<file path="src/rtl/evt_pkg.sv">
package evt_pkg;
  localparam int SR_W    = 16;
  localparam int GM_B    = 0;
  localparam int I0M_B   = 1;
  localparam int EM_B    = 5;
  localparam int DM_B    = 6;
  localparam int D_B     = 7;
  localparam int MODE_LO = 8;
  localparam int MODE_W  = 3;
  localparam int MASK_W  = D_B + 1;
  localparam int NUM_CRIT = 4;
  localparam int NUM_LVL  = 4;
  localparam int IDX_W    = 8;

  localparam logic [MODE_W-1:0] MODE_INT0 = 3'd2;
  localparam logic [MODE_W-1:0] MODE_EXC  = 3'd6;
  localparam logic [MODE_W-1:0] MODE_CRIT = 3'd7;

  typedef enum logic [1:0] {CLS_DBG, CLS_CRIT, CLS_EXC, CLS_INT} evtClass_e;

  typedef struct packed {
    logic             take;
    logic             restore;
    logic             saveDbg;
    evtClass_e        cls;
    logic [1:0]       intLvl;
    logic [IDX_W-1:0] idx;
  } ctrlStrobe_t;
endpackage

</file>
<file path="src/rtl/evt_ctrl.sv">
module evt_ctrl
  import evt_pkg::*;
#(
  parameter int NUM_EXC = 4
) (
  input  logic               clk,
  input  logic               rstN,
  input  logic               dbgReq,
  input  logic [NUM_CRIT-1:0] critReq,
  input  logic [NUM_EXC-1:0] excReq,
  input  logic [NUM_LVL-1:0] intReq,
  input  logic               dbgRet,
  input  logic [MASK_W-1:0]  srMask,
  output ctrlStrobe_t        strb
);
  localparam int EXC_BASE = 1 + NUM_CRIT;
  localparam int INT_BASE = EXC_BASE + NUM_EXC;
  localparam int N_SRC    = INT_BASE + NUM_LVL;

  logic [N_SRC-1:0] elig;
  logic [IDX_W-1:0] winIdx;
  logic             anyElig;
  logic             busyQ;
  logic             restoreNow;
  logic             takeNow;

  // eligibility per source, in priority order
  always_comb begin
    elig = '0;
    elig[0] = dbgReq & ~srMask[DM_B];
    elig[EXC_BASE-1:1] = critReq;
    elig[EXC_BASE +: NUM_EXC] = excReq & {NUM_EXC{~srMask[EM_B]}};
    for (int l = 0; l < NUM_LVL; l++) begin
      elig[INT_BASE+l] = intReq[NUM_LVL-1-l] & ~srMask[GM_B] & ~srMask[I0M_B+NUM_LVL-1-l];
    end
  end

  // lowest index wins
  always_comb begin
    winIdx  = '0;
    anyElig = 1'b0;
    for (int i = N_SRC - 1; i >= 0; i--) begin
      if (elig[i]) begin
        winIdx  = IDX_W'(i);
        anyElig = 1'b1;
      end
    end
  end

  assign restoreNow = dbgRet & srMask[D_B] & ~busyQ;
  assign takeNow    = anyElig & ~busyQ & ~restoreNow;

  always_ff @(posedge clk) begin
    if (!rstN) busyQ <= 1'b0;
    else       busyQ <= takeNow | restoreNow;
  end

  always_comb begin
    strb.take    = takeNow;
    strb.restore = restoreNow;
    strb.idx     = winIdx;
    strb.intLvl  = 2'(NUM_LVL - 1 - (int'(winIdx) - INT_BASE));
    if (winIdx == '0)                         strb.cls = CLS_DBG;
    else if (winIdx < IDX_W'(EXC_BASE))       strb.cls = CLS_CRIT;
    else if (winIdx < IDX_W'(INT_BASE))       strb.cls = CLS_EXC;
    else                                      strb.cls = CLS_INT;
    strb.saveDbg = takeNow & (winIdx == '0);
  end
endmodule

</file>
<file path="src/rtl/evt_datapath.sv">
module evt_datapath
  import evt_pkg::*;
#(
  parameter int NUM_EXC = 4,
  parameter int AW      = 32
) (
  input  logic                               clk,
  input  logic                               rstN,
  input  ctrlStrobe_t                        strb,
  input  logic [SR_W-1:0]                    srCur,
  input  logic [AW-1:0]                      pcCur,
  input  logic [(1+NUM_CRIT+NUM_EXC+NUM_LVL)*AW-1:0] handlerTable,
  output logic                               acceptOut,
  output logic                               returnOut,
  output logic [SR_W-1:0]                    srNew,
  output logic [AW-1:0]                      pcNew,
  output logic [2:0]                         bankSel
);
  logic [SR_W-1:0]   setMask;
  logic [MODE_W-1:0] modeNext;
  logic [SR_W-1:0]   srNext;
  logic [AW-1:0]     pcNext;
  logic [SR_W-1:0]   dbgSrQ;
  logic [AW-1:0]     dbgPcQ;

  function automatic logic [2:0] bankOf(input logic [MODE_W-1:0] m);
    if (m >= MODE_EXC)       return 3'd5;
    else if (m >= MODE_INT0) return 3'(m - 3'd1);
    else                     return 3'd0;
  endfunction

  always_comb begin
    setMask  = '0;
    modeNext = MODE_EXC;
    unique case (strb.cls)
      CLS_INT: begin
        for (int l = 0; l < NUM_LVL; l++)
          if (l <= int'(strb.intLvl)) setMask[I0M_B+l] = 1'b1;
        modeNext = MODE_INT0 + {1'b0, strb.intLvl};
      end
      CLS_EXC: begin
        setMask[EM_B:GM_B] = '1;
        modeNext = MODE_EXC;
      end
      CLS_CRIT: begin
        setMask[EM_B:GM_B] = '1;
        modeNext = MODE_CRIT;
      end
      default: begin
        setMask[D_B:GM_B] = '1;
        modeNext = MODE_EXC;
      end
    endcase
    srNext = srCur | setMask;
    srNext[MODE_LO +: MODE_W] = modeNext;
    pcNext = handlerTable[int'(strb.idx)*AW +: AW];
    if (strb.restore) begin
      srNext = dbgSrQ;
      pcNext = dbgPcQ;
    end
  end

  always_ff @(posedge clk) begin
    if (!rstN) begin
      dbgSrQ <= '0;
      dbgPcQ <= '0;
    end else if (strb.saveDbg) begin
      dbgSrQ <= srCur;
      dbgPcQ <= pcCur;
    end
  end

  always_ff @(posedge clk) begin
    if (!rstN) begin
      acceptOut <= 1'b0;
      returnOut <= 1'b0;
      srNew     <= '0;
      pcNew     <= '0;
      bankSel   <= '0;
    end else begin
      acceptOut <= strb.take;
      returnOut <= strb.restore;
      if (strb.take || strb.restore) begin
        srNew   <= srNext;
        pcNew   <= pcNext;
        bankSel <= bankOf(srNext[MODE_LO +: MODE_W]);
      end
    end
  end
endmodule

</file>
<file path="src/rtl/evt_accept_top.sv">
module evt_accept_top
  import evt_pkg::*;
#(
  parameter int NUM_EXC = 4,
  parameter int AW      = 32
) (
  input  logic                         clk,
  input  logic                         rstN,
  input  logic                         dbgReq,
  input  logic [3:0]                   critReq,
  input  logic [NUM_EXC-1:0]           excReq,
  input  logic [3:0]                   intReq,
  input  logic                         dbgRet,
  input  logic [15:0]                  srCur,
  input  logic [AW-1:0]                pcCur,
  input  logic [(9+NUM_EXC)*AW-1:0]    handlerTable,
  output logic                         acceptOut,
  output logic                         returnOut,
  output logic [15:0]                  srNew,
  output logic [AW-1:0]                pcNew,
  output logic [2:0]                   bankSel
);
  ctrlStrobe_t strb;

  evt_ctrl #(.NUM_EXC(NUM_EXC)) u_ctrl (
    .clk(clk), .rstN(rstN), .dbgReq(dbgReq), .critReq(critReq),
    .excReq(excReq), .intReq(intReq), .dbgRet(dbgRet),
    .srMask(srCur[MASK_W-1:0]), .strb(strb)
  );

  evt_datapath #(.NUM_EXC(NUM_EXC), .AW(AW)) u_dp (
    .clk(clk), .rstN(rstN), .strb(strb), .srCur(srCur), .pcCur(pcCur),
    .handlerTable(handlerTable), .acceptOut(acceptOut), .returnOut(returnOut),
    .srNew(srNew), .pcNew(pcNew), .bankSel(bankSel)
  );
endmodule

</file>
<file path="config.mk">
export PLATFORM = sky130hd
export DESIGN_NAME = evt_accept_top
export DESIGN_NICKNAME = d
export VERILOG_FILES = /design/src/rtl/evt_pkg.sv /design/src/rtl/evt_ctrl.sv /design/src/rtl/evt_datapath.sv /design/src/rtl/evt_accept_top.sv
export SDC_FILE = /design/constraint.sdc
export NUM_CORES = 1
export LEC_CHECK = 0
export ABC_AREA = 1
export BUFFER_PORTS_ARGS = -buffer_cell sky130_fd_sc_hd__buf_2
export CORE_AREA = 8 8 203 205
export CTS_CLUSTER_DIAMETER = 60
export CTS_CLUSTER_SIZE = 16
export DETAILED_ROUTE_END_ITERATION = 10
export DIE_AREA = 0 0 211 213
export PLACE_DENSITY = 0.55
export RECOVER_POWER = 50
export SETUP_SLACK_MARGIN = 0.2
export SYNTH_ARGS = -nofsm -noshare
export SYNTH_HDL_FRONTEND = slang
export SYNTH_SLANG_ARGS = --single-unit
export TNS_END_PERCENT = 50
</file>
<file path="constraint.sdc">
create_clock -name clk -period 3.85 [get_ports clk]
set_clock_uncertainty 0.2 [all_clocks]
set_input_delay 0.1925 -clock clk [delete_from_list [all_inputs] [get_ports clk]]
set_output_delay 0.1925 -clock clk [all_outputs]
set_load 0.1 [all_outputs]
</file>
Word-level counts from Yosys, hierarchy flattened
Cells that the tools add are included.
{"block": "totals", "out_inout_bits": 53, "reg_bits": 102}
{"block": "classes", "n_shift": 1, "mux": 40, "n_reduce_logical": 3, "addsub": 4, "bitwise_logic": 26, "n_eq_ne": 3, "order_cmp": 7}
{"op": "416-bit by 10-bit indexed part select with 32-bit output", "n": 1}
{"op": "4-bit two-way mux", "n": 14}
{"op": "32-bit two-way mux", "n": 1}
{"op": "1-bit two-way mux", "n": 18}
{"op": "16-bit two-way mux", "n": 1}
{"op": "16-bit by 8-bit bitwise OR with 16-bit output", "n": 1}
{"op": "1-bit bitwise AND", "n": 14}
{"op": "1-bit NOT", "n": 9}
{"op": "8-bit logical NOT", "n": 1}
{"op": "2-bit two-way mux", "n": 3}
{"op": "3-bit two-way mux", "n": 2}
{"op": "3-bit case mux with 2 select lines", "n": 1}
{"op": "4-bit bitwise AND", "n": 1}
{"op": "2-bit equality test (second input constant)", "n": 2}
{"op": "2-bit less-or-equal comparator (first input constant)", "n": 2}
{"op": "4-bit by 3-bit less-than comparator with 1-bit output (second input constant)", "n": 1}
{"op": "4-bit less-than comparator (second input constant)", "n": 1}
{"op": "2-bit by 2-bit adder with 3-bit output (first input constant)", "n": 1}
{"op": "3-bit by 2-bit greater-or-equal comparator with 1-bit output (second input constant)", "n": 1}
{"op": "3-bit greater-or-equal comparator (second input constant)", "n": 1}
{"op": "3-bit OR reduction", "n": 1}
{"op": "3-bit by 1-bit subtractor with 3-bit output (second input constant)", "n": 1}
{"op": "2-bit by 1-bit equality test with 1-bit output (second input constant)", "n": 1}
{"op": "1-bit by 2-bit less-or-equal comparator with 1-bit output (first input constant)", "n": 1}
{"op": "other kinds (4)", "n": 4}

Depth between registers and ports, before layout
Gate-level depths: netlist of run 1.
{"block": "depth", "ltp_word": 28, "mapped_depth": 29, "ltp_nobuf": 26}

Modules after synthesis
A second synthesis of run 1 with hierarchy kept.
{"block": "unflattened", "hier_cells": 1499, "hier_area_um2": 8433.1}
{"module": "evt_datapath", "instances": 1, "cells_per_inst": 1414, "area_each_um2": 7911.3}
{"module": "evt_ctrl", "instances": 1, "cells_per_inst": 85, "area_each_um2": 521.8}

Worst setup path after synthesis of run 1
No wires, ideal clock.
{"block": "synth_timing", "path_kind": "input-to-reg", "startpoint": "input port srCur[0]", "endpoint": "register u_dp.bankSel[2]", "path_buffers": 3, "cell_stages": 27, "t_arrival_ps": 2625, "setup_time_ps": 122, "required_time_ps": 3528, "path_slack_ps": 903, "path_cell_list": "nor2_1 > nand3_1 > nand2_1 > nand2_1 > nand2_1 > nand2_1 > nand2_1 > nand2_1 > nand2_1 > nand2_1 > nand2_1 > nand2_1 > buf_4 > buf_6 > buf_2 > ha_1 > o21ai_0 > nor2_1 > nor2_1 > nand3_1 > nand2_2 > inv_1 > ha_1 > inv_1 > o21ai_1 > o22ai_1 > a21oi_1"}
{"block": "synth_between", "elab_chain_len": 26, "word_cells_on_any_way": 56, "cone_classes": "add/sub: 4; order compare: 4; eq/ne: 2; mux: 33; bitwise: 11; reduce/logical: 2"}
{"item": "from (decl)", "line": "evt_accept_top.sv:14", "text": "input logic [15:0] srCur,"}
{"item": "1-bit NOT (*)", "line": "evt_ctrl.sv:34", "text": "elig[INT_BASE+l] = intReq[NUM_LVL-1-l] & ~srMask[GM_B] & ~srMask[I0M_B+NUM_LVL-1-l];"}
{"item": "1-bit bitwise AND (2 in series)", "line": "evt_ctrl.sv:34"}
{"item": "4-bit two-way mux (3 in series)", "line": "evt_ctrl.sv:43", "text": "if (elig[i]) begin"}
{"item": "4-bit two-way mux (*) (10 in series)", "line": "evt_ctrl.sv:43"}
{"item": "4-bit less-than comparator", "line": "evt_ctrl.sv:65", "text": "else if (winIdx < IDX_W'(INT_BASE)) strb.cls = CLS_EXC;"}
{"item": "1-bit two-way mux", "line": "evt_ctrl.sv:65"}
{"item": "2-bit two-way mux", "line": "evt_ctrl.sv:64", "text": "else if (winIdx < IDX_W'(EXC_BASE)) strb.cls = CLS_CRIT;"}
{"item": "2-bit two-way mux", "line": "evt_ctrl.sv:63", "text": "if (winIdx == '0) strb.cls = CLS_DBG;"}
{"item": "2-bit by 1-bit equality test with 1-bit output / 2-bit equality test (equally long branches)", "line": "evt_datapath.sv:35", "text": "unique case (strb.cls)"}
{"item": "3-bit case mux with 2 select lines (*)", "line": "evt_datapath.sv:35"}
{"item": "16-bit two-way mux (*)", "line": "evt_datapath.sv:57", "text": "if (strb.restore) begin"}
{"item": "net u_dp.srNext[9]", "line": "evt_datapath.sv:21", "text": "logic [SR_W-1:0] srNext;"}
{"item": "3-bit by 1-bit subtractor with 3-bit output / 3-bit by 2-bit greater-or-equal comparator with 1-bit output (equally long branches)", "line": "evt_datapath.sv:28", "text": "else if (m >= MODE_INT0) return 3'(m - 3'd1);"}
{"item": "3-bit two-way mux", "line": "evt_datapath.sv:28"}
{"item": "3-bit two-way mux (*)", "line": "evt_datapath.sv:27", "text": "if (m >= MODE_EXC) return 3'd5;"}
{"item": "to (signal assigned)", "line": "evt_datapath.sv:86", "text": "bankSel <= bankOf(srNext[MODE_LO +: MODE_W]);"}
{"item": "to (decl)", "line": "evt_datapath.sv:17", "text": "output logic [2:0] bankSel"}
The timed path passes the listed nets; every way through them passes the cells marked *.
A chain may end at the register's enable or synchronous reset.

Worst setup path in the final report of run 1
Same ends and word-level chain as after synthesis.

==> flow_summary.toml, run 1 <==
[floorplanning]
rows = 72
chipHeight_um = 213
die_w_um = 211
initial_core_util_pct = 23.0
io_pins = 533
dieArea_sq_um = 44900
core_sq_um = 38100

[logic_synthesis]
synth_warnings = 0
synth_seq_cells = 102
syn_inst = 1586
syn-cell-area_sq_um = 8750
synthAdderAreaFrac_pct = 0.715
synthesis.nets = 2071
synth_top_family_by_area = "simple AND/OR/NAND/NOR gates"
yosys.area_share.simple_pct = 53.3
postSynthAreaPerCell_sq_um = 5.52
yosys_most_used_dff = "dfxtp_1"
synthArstFlopShare_pct = 0
synth-xor-area-share_pct = 0
ys_seq_area_share_pct = 23.3
synthDistinctLibCells = 35
synth_compound_area_share_pct = 10.2
synthMuxAreaShare_pct = 0
synth-edff-count = 0

[sta]
max_freq_mhz = 294
worst_pin_slew_ns = 1.34
drv_slew = 0
slew_headroom_pct = 10.8
rsz0062_at_grt = "false"
post-route-period-util_pct = 88.3
min_period_ns = 3.40
hold_viol = 0
final.setup.tns_ns = 0
finalSetupViolations = 0

[final_layout]
fillers = 4416
finalNonFillerCells = 2600
regArea_sq_um = 2040
nets = 2559
area_growth_pct = 42.5
multi_input_area_sq_um = 5650
final_util_pct = 32.7
drive_gt1_share_pct = 25.8

[placed_design]
gp_congestion = 0.924
placed_cells = 2533
dp_hpwl_um = 40400
port_buffers = 532

[clock_tree]
ctsHtreeMaxLevel = 3
cts.path.max_buffers = 2
cts_root_buf = "clkbuf_16"
postCtsSetupRepairBufs = 0
path_clk_slew_ns = 0.08
numCtsBuffers = 9
cts_tree = "yes"
numClockSinks = 102
clk_latency_ns = 0.36

[job]
max_cap_violations = 0

[critical_path]
cp_max_fo = 5
required_ns = 3.88
start_kind = "primary input"
max_stage_delay_ns = 0.56
path_cells = "dlygate4sd3_1, clkbuf_1, nor2_1, nand2_1, nand2_1, inv_2, o21ai_1, nand3_1, nand2_1, inv_2, nor2_4, inv_2, ha_1, o21ai_0, nor2_1, nor2_1, nand3_1, nand2_1, inv_1, ha_1, inv_1, o21ai_1, o22ai_1, a21oi_1"
cp-end-kind = "flop"
arrival_ns = 3.43
critical_path_class = "primary input to flop"
cpMostUsedCell = "nand2_1"
crit_family = "simple AND/OR/NAND/NOR gates"
critPathBufInv = 7
cp_slowest_cell = "dlygate4sd3_1"

[grt]
gr-total-overflow = 0
grt_max_degree = 133
grt_pass1_vias = 12623
groute.usage.overall_pct = 21.8
antenna_found_initial = 7
grt_pass1_wl_um = 75300

[routing]
avgViaCountPerCell = 4.76
route.antenna.remaining_nets = 0
drc = 0
vias = 12374
route.final.wire_length_um = 51500
drt_first_iter_violations = 1076
post_drt_wl_per_cell_um = 19.8
drtPass1Iterations = 5

[power]
power_leakage_nw = 6.51
p_per_area_nw_per_um2 = 313
ir_worst_vdd_mv = 0.192

[min_path]
worstHoldPathType = "primary input to flop"

[outcome]
run_status = "finished, final reports clean"
flip-flops by register name (all words and copies together), names as in the netlist:
signal	flops
u_dp.dbgPcQ	32
u_dp.srNew	16
u_dp.bankSel	3
u_dp.returnOut	1
u_dp.pcNew	32
u_dp.acceptOut	1
u_dp.dbgSrQ	16
u_ctrl.busyQ	1
power by group:
group / total, mW / switching, mW / internal [mW] / leakage, nW
Combinational: 1.74 / 1.22 / 0.515 / 5.52
Sequential: 1.23 / 0.0645 / 1.16 / 0.842
Clock: 0.939 / 0.473 / 0.466 / 0.151
Total: 3.90 / 1.76 / 2.14 / 6.51
synth_stat cells, drive strengths merged, types with 2 or more instances:
master / number / area share [%]
nand2: 496 / 21
nor3: 2 / 0.23
dfxtp: 102 / 23
nand3b: 54 / 4.6
inv: 137 / 5.9
nand3: 358 / 20
a31oi: 9 / 0.64
a21oi: 49 / 2.8
nor2: 142 / 6.3
a41oi: 2 / 0.20
buf: 71 / 4.3
o21ai: 86 / 4.9
clkbuf: 51 / 2.2
ha: 5 / 0.72
a22o: 11 / 1.1
tightest hold or removal path, cell delays in order:
cell and delay, ns:
buf_2 0.08, nand2_1 0.05, nand3_1 0.06, nand3_1 0.06
nand3_1 0.06, nand2_1 0.05, nand3_1 0.05
path summary, 6_finish.rpt:
check	from	endpoint	slack (ns)	depth (start not counted)
max reg2reg	u_ctrl.busyQ	u_dp.dbgSrQ[8]	0.86	8
max	srCur[0]	u_dp.bankSel[2]	0.45	24
min	handlerTable[39]	u_dp.pcNew[7]	0.08	7
min reg2reg	u_dp.dbgPcQ[23]	u_dp.dbgPcQ[23]	0.26	2
cell type report:
type | instances | share of cell area (%)
clock buffer | 9 | 1.81
clock inverter | 7 | 0.692
timing repair buffer | 599 | 26.4
sequential | 102 | 16.4
tap | 518 | 5.20
antenna | 3 | 0.0602
inverter | 138 | 4.17
multi-input combinational | 1224 | 45.3
timing repair:
item / 4_1_cts / 5_1_grt
resized for setup: 0 / 1
endpoints found under the hold margin: 60 / 0
setup endpoints to repair: 0 / 1
hold buffers: 48 / 0
kinds of logic (layout without fill, tap and decap cells):
group / Yosys count / in the layout
buffers and inverters: 260 / 753
AND/OR/NAND/NOR: 1056 / 1056
flip-flops: 102 / 102
other: 0 / 3
adder cells (fa/ha/maj): 5 / 5
AO/OA/AOI/OAI: 163 / 163
metal layers:
layer	track usage (%)	wire length (um)
met1	24.8	20400
met2	39.0	25400
met3	5.24	3820
met4	8.18	1810
met5	0	31
placed cells by master (no fill, tap or decap), types with 48 or more instances in the layout:
cell type | synthesis | routed
nand2_1 | 493 | 490
buf_2 | 45 | 477
nand3_1 | 358 | 358
nor2_1 | 139 | 137
inv_1 | 128 | 127
dfxtp_1 | 102 | 102
o21ai_0 | 80 | 81
clkbuf_1 | 51 | 55
nand3b_1 | 54 | 54
a21oi_1 | 48 | 48
dlygate4sd3_1 | 0 | 48
stage by stage:
stage | total power, mW | hold slack (ns) | setup WS (ns) | area [sq um]
2_1_floorplan | 2.36 | 0.137 | 0.903 | 8750
3_3_place_gp | 2.97 | 0.244 | 0.713 | 11700
3_5_place_dp | 2.97 | 0.245 | 0.726 | 11700
4_1_cts | 3.96 | 0.0679 | 0.502 | 12500
5_1_grt | 4.13 | 0.127 | 0.165 | 12500
6_report | 3.90 | 0.0754 | 0.452 | 12500
No activity file was read; power rests on OpenSTA's default activity.
==> run 2, diff against run 1 <==
CORE_AREA = 8 8 202 204   (was 8 8 203 205)
DIE_AREA = 0 0 210 212   (was 0 0 211 213)
PLACE_DENSITY = 0.56   (was 0.55)
clock period = 4.2 ns   (was 3.85 ns; I/O delays follow)
==> run 2 against run 1 <==
  * The run now ends with max-capacitance violations, max-slew violations left
  * Via count grew 2.0%
  * Critical path depth shrank 1
  * Worst setup slack gained 0.051 ns
  * Routed wire length grew 3.4%
  * Die area shrank 0.94%
  * Final cell count grew 0.35%
  * Non-clock buffer count grew 5
  * Sequential power shrank 7%
  * Design area is essentially flat
  * Clock power shrank 3.5%
  * Register-to-register slack gained 0.34 ns
==> flow_summary.toml, run 2 (synthesized netlist as in run 1, its figures left out) <==
[outcome]
run_status = "finished with violations"
violations = "max-capacitance violations, max-slew violations"

[critical_path]
required_ns = 4.15
start_kind = "primary input"
arrival_ns = 3.65
cp_max_fo = 64
critical_path_class = "primary input to flop"
cp-end-kind = "flop"

[grt]
grt_use_met1_pct = 24.5
grt-busiest-layer = "met2"
grt_max_degree = 105
gr-total-overflow = 0
grt_pass1_vias = 12660
grt_use_met3_pct = 5.72
use_met2_pct = 41.2
antenna_found_initial = 9
groute.usage.overall_pct = 22.5
grt_pass1_wl_um = 76600

[routing]
post_drt_wl_per_cell_um = 20.4
avgViaCountPerCell = 4.84
drc = 0
drtPass1Iterations = 6
vias = 12618
route.antenna.remaining_nets = 0
route.final.wire_length_um = 53200
drt_first_iter_violations = 1034

[clock_tree]
numCtsBuffers = 9
clk_latency_ns = 0.35
cts_root_buf = "clkbuf_16"
path_clk_slew_ns = 0.09
ctsHoldBuffers = 49
cts.repair.resized = 0
cts.path.max_buffers = 2
numClockSinks = 102
cts_tree = "yes"
ctsHtreeMaxLevel = 3
postCtsSetupRepairBufs = 0

[floorplanning]
core_sq_um = 37900
initial_core_util_pct = 23.1
rows = 72
chipHeight_um = 212
die_w_um = 210
io_pins = 533
dieArea_sq_um = 44500

[sta]
rsz0062_at_grt = "false"
post-route-period-util_pct = 88.0
final.setup.tns_ns = 0
worst_pin_slew_ns = 2.00
finalSetupViolations = 0
slew_headroom_pct = -33.6
min_period_ns = 3.70
max_freq_mhz = 270
hold_viol = 0
drv_slew = 35

[power]
power_mw = 3.64
ir_worst_vdd_mv = 0.162
p_per_area_nw_per_um2 = 292
power_leakage_nw = 6.52

[final_layout]
nets = 2564
largest_registers = "u_dp.dbgPcQ: 32 flops, u_dp.pcNew: 32 flops"
drive_gt1_share_pct = 25.8
final_common_cell = "nand2_1"
fillers = 4366
area_growth_pct = 42.6
layout_common_cells = "nand2_1, buf_2, nand3_1, nor2_1, inv_1"

[placed_design]
dp_hpwl_um = 41900
port_buffers = 532
gp_congestion = 0.929

[job]
max_cap_violations = 1

[min_path]
worstHoldPathType = "primary input to flop"
[run 2: critical path: stages]
cell and delay (ns):
dlygate4sd3_1 0.54, clkbuf_1 0.18, nor2_1 0.10, nand2_1 0.11, nand2_1 0.06, nand2_1 0.06
nand2_1 0.05, nand2_1 0.06, nand2_1 0.05, nand2_1 0.06, nand2_1 0.05, nand2_1 0.07
nand2_2 0.07, nand2_4 0.12, buf_4 0.46, buf_4 0.62, nand2_1 0.11, nand3_1 0.11
nand2_1 0.06, nand2_1 0.05, nand2_1 0.11, nand3_1 0.20, a21oi_1 0.09
[run 2: layer usage]
metal  part of all wire [%]  vias to the layer above  routed length [um]
met4                    3.7                        2                1980
met2                     51                      601               26900
met1                     38                     5784               20200
met3                    7.9                       99                4190
li1                       -                     6132                   -
met5                  0.023                        -                  12
[run 2: worst paths after layout]
path / from / end / slack (ns) / cells past startpoint
hold / removal: handlerTable[103] / u_dp.pcNew[7] / 0.10 / 7
setup reg to reg: u_ctrl.busyQ / u_dp.dbgPcQ[23] / 1.20 / 9
setup / recovery: srCur[0] / u_dp.pcNew[14] / 0.50 / 23
hold reg to reg: u_dp.dbgPcQ[22] / u_dp.dbgPcQ[22] / 0.25 / 2
[run 2: power by group]
part / switching, mW / internal [mW]
combinational: 1.12 / 0.472
clock: 0.469 / 0.437
sequential: 0.0728 / 1.07
[run 2: stage by stage]
stage | instance area, sq um | hold slack [ns] | util [%] | worst slack [ns] | std cells
detailed placement | 11700 | 0.245 | 31.0 | 0.757 | 2537
CTS | 12500 | 0.0918 | 33.1 | 0.547 | 2602
global placement | 11700 | 0.241 | 31.0 | 0.780 | 2537
finish | 12500 | 0.100 | 32.9 | 0.503 | 2609
global route | 12500 | 0.154 | 32.9 | 0.257 | 2608
floorplan | 8750 | 0.154 | - | 1.24 | 1586
[run 2: area by class of cell]
| class | instances | area, sq um | share of cell area [%] |
|---|---|---|---|
| clock buffers | 9 | 225 | 1.80 |
| well taps | 518 | 648 | 5.19 |
| diodes | 7 | 17.5 | 0.140 |
| flip-flops and latches | 102 | 2040 | 16.4 |
| clock inverters | 7 | 91.3 | 0.732 |
| repair buffers | 604 | 3290 | 26.3 |
| multi-input cells | 1224 | 5650 | 45.3 |
| inverters | 138 | 520 | 4.17 |
==> run 3, diff against run 2 <==
CELL_PAD_IN_SITES_DETAIL_PLACEMENT = 2   (was not set)
CELL_PAD_IN_SITES_GLOBAL_PLACEMENT = 2   (was not set)
CORE_AREA = not set   (was 8 8 202 204)
CORE_UTILIZATION = 21   (was not set)
CTS_CLUSTER_SIZE = 14   (was 16)
DIE_AREA = not set   (was 0 0 210 212)
PLACE_DENSITY = 0.92   (was 0.56)
==> run 3 against run 2 <==
  * The flow now finishes without violations
  * Combinational power rose by 4%
  * Non-clock buffer count down 4
  * Critical path depth is 10 lower
  * Sequential share of layout area barely moved
  * Routed wire length grew 13%
  * Largest power group unchanged
==> flow_summary.toml, run 3 (synthesized netlist as in run 1, its figures left out) <==
[clock_tree]
postCtsSetupRepairBufs = 0
numCtsBuffers = 9
numClockSinks = 102
cts_tree = "yes"
cts.path.max_buffers = 2
ctsHtreeMaxLevel = 3
cts_root_buf = "clkbuf_16"
clk_latency_ns = 0.36
path_clk_slew_ns = 0.09

[critical_path]
required_ns = 4.21
r2r_cells = 10
r2r_slack_ns = 0.73
critical_path_class = "primary input to flop"
start_kind = "primary input"
arrival_ns = 3.77
cp-end-kind = "flop"
cp_max_fo = 31

[sta]
final.setup.tns_ns = 0
fin_ws_ns = 0.433
rsz0062_at_grt = "true"
worst_pin_slew_ns = 1.33
drv_slew = 0
min_period_ns = 3.77
post-route-period-util_pct = 89.7
slew_headroom_pct = 11.9
finalSetupViolations = 0
max_freq_mhz = 265
fin_hold_ws_ns = 0.0457
hold_viol = 0

[grt]
grt_max_degree = 147
grt_pass1_vias = 14561
gr-total-overflow = 0
grt_pass1_wl_um = 86700
groute.usage.overall_pct = 27.3
antenna_found_initial = 12

[placed_design]
dp_hpwl_um = 43600
pre_cts_ws_ns = 0.795
port_buffers = 532
gp_congestion = 0.872

[floorplanning]
io_pins = 533
chipHeight_um = 206
die_w_um = 206
rows = 74
initial_core_util_pct = 21.4
core_sq_um = 40900
dieArea_sq_um = 42500

[routing]
route.final.wire_length_um = 60200
avgViaCountPerCell = 5.03
vias = 13178
post_drt_wl_per_cell_um = 23.0
drt_first_iter_violations = 779
drtPass1Iterations = 5
drc = 0
route.antenna.remaining_nets = 0

[power]
seqPwrFrac_pct = 30.9
p_per_area_nw_per_um2 = 298
ir_worst_vdd_mv = 0.222
p_sw_share_pct = 47.0
p_comb_share_pct = 44.9
power_leakage_nw = 6.49
power_frac_clock_pct = 24.2
switchingPower_mw = 1.74
p_int_mw = 1.97

[final_layout]
largest_registers = "u_dp.dbgPcQ: 32 flops, u_dp.pcNew: 32 flops"
layout_common_cells = "nand2_1, buf_2, nand3_1, nor2_1, inv_1"
final_common_cell = "nand2_1"
area_growth_pct = 42.4
drive_gt1_share_pct = 25.9
nets = 2560

[job]
max_cap_violations = 0

[min_path]
worstHoldPathType = "primary input to flop"
whs_path_depth = 3

[outcome]
run_status = "finished, final reports clean"
-- run 3: final timing paths --
check                        from               to
hold / removal               rstN  u_dp.dbgSrQ[11]
hold reg to reg   u_dp.dbgPcQ[23]  u_dp.dbgPcQ[23]
setup reg to reg     u_ctrl.busyQ   u_dp.dbgPcQ[1]
setup / recovery         srCur[5]   u_dp.srNew[12]
-- run 3: worst max-delay path: stages --
cell	delay (ns)
dlygate4sd3_1	0.53
clkbuf_1	0.16
inv_2	0.09
nand2_1	0.12
nand2_1	0.09
nor3_1	0.46
nand3_1	0.16
nand2_1	0.21
nand2_1	0.23
clkinv_1	0.48
buf_4	0.46
nand2_1	0.10
a31oi_1	0.42
-- run 3: timing repair --
action,4_1_cts,5_1_grt
gates resized for setup,0,6
hold endpoints to repair,54,0
setup endpoints to repair,0,4
hold buffers,47,0
-- run 3: final cells by class --
cell class | instances | area (sq um)
Fill cell | 5178 | 28500
Multi-Input combinational cell | 1224 | 5650
Timing Repair Buffer | 600 | 3260
Sequential cell | 102 | 2040
Tap cell | 532 | 666
Inverter | 138 | 523
Clock buffer | 9 | 225
Clock inverter | 7 | 81.3
Antenna cell | 7 | 17.5
-- run 3: layer usage --
metal | wire length (um) | part of all wire [%] | GRT usage, %
met5 | 72 | 0.12 | 0
met4 | 2930 | 4.9 | 14.0
met3 | 3040 | 5.0 | 4.54
met2 | 31600 | 53 | 52.2
met1 | 22500 | 37 | 28.1
-- run 3: power groups by stage --
| stage | registers (mW) | logic, mW | clock network, mW |
|---|---|---|---|
| 6_report | 1.15 | 1.66 | 0.897 |
| 5_1_grt | 1.15 | 1.79 | 0.943 |
| 4_1_cts | 1.13 | 1.67 | 0.899 |
| 3_5_place_dp | 1.15 | 1.62 | 0 |
| 3_3_place_gp | 1.15 | 1.57 | 0 |
| 2_1_floorplan | 1.52 | 0.640 | 0 |
-- run 3: per-stage QoR --
stage	util, %	area, sq um	total power, mW	instances
after floorplan	-	8750	2.16	1586
after global placement	28.7	11700	2.72	2549
after detailed placement	28.7	11700	2.77	2549
after CTS	30.6	12500	3.70	2612
after global routing	30.4	12500	3.88	2619
final	30.4	12500	3.71	2619
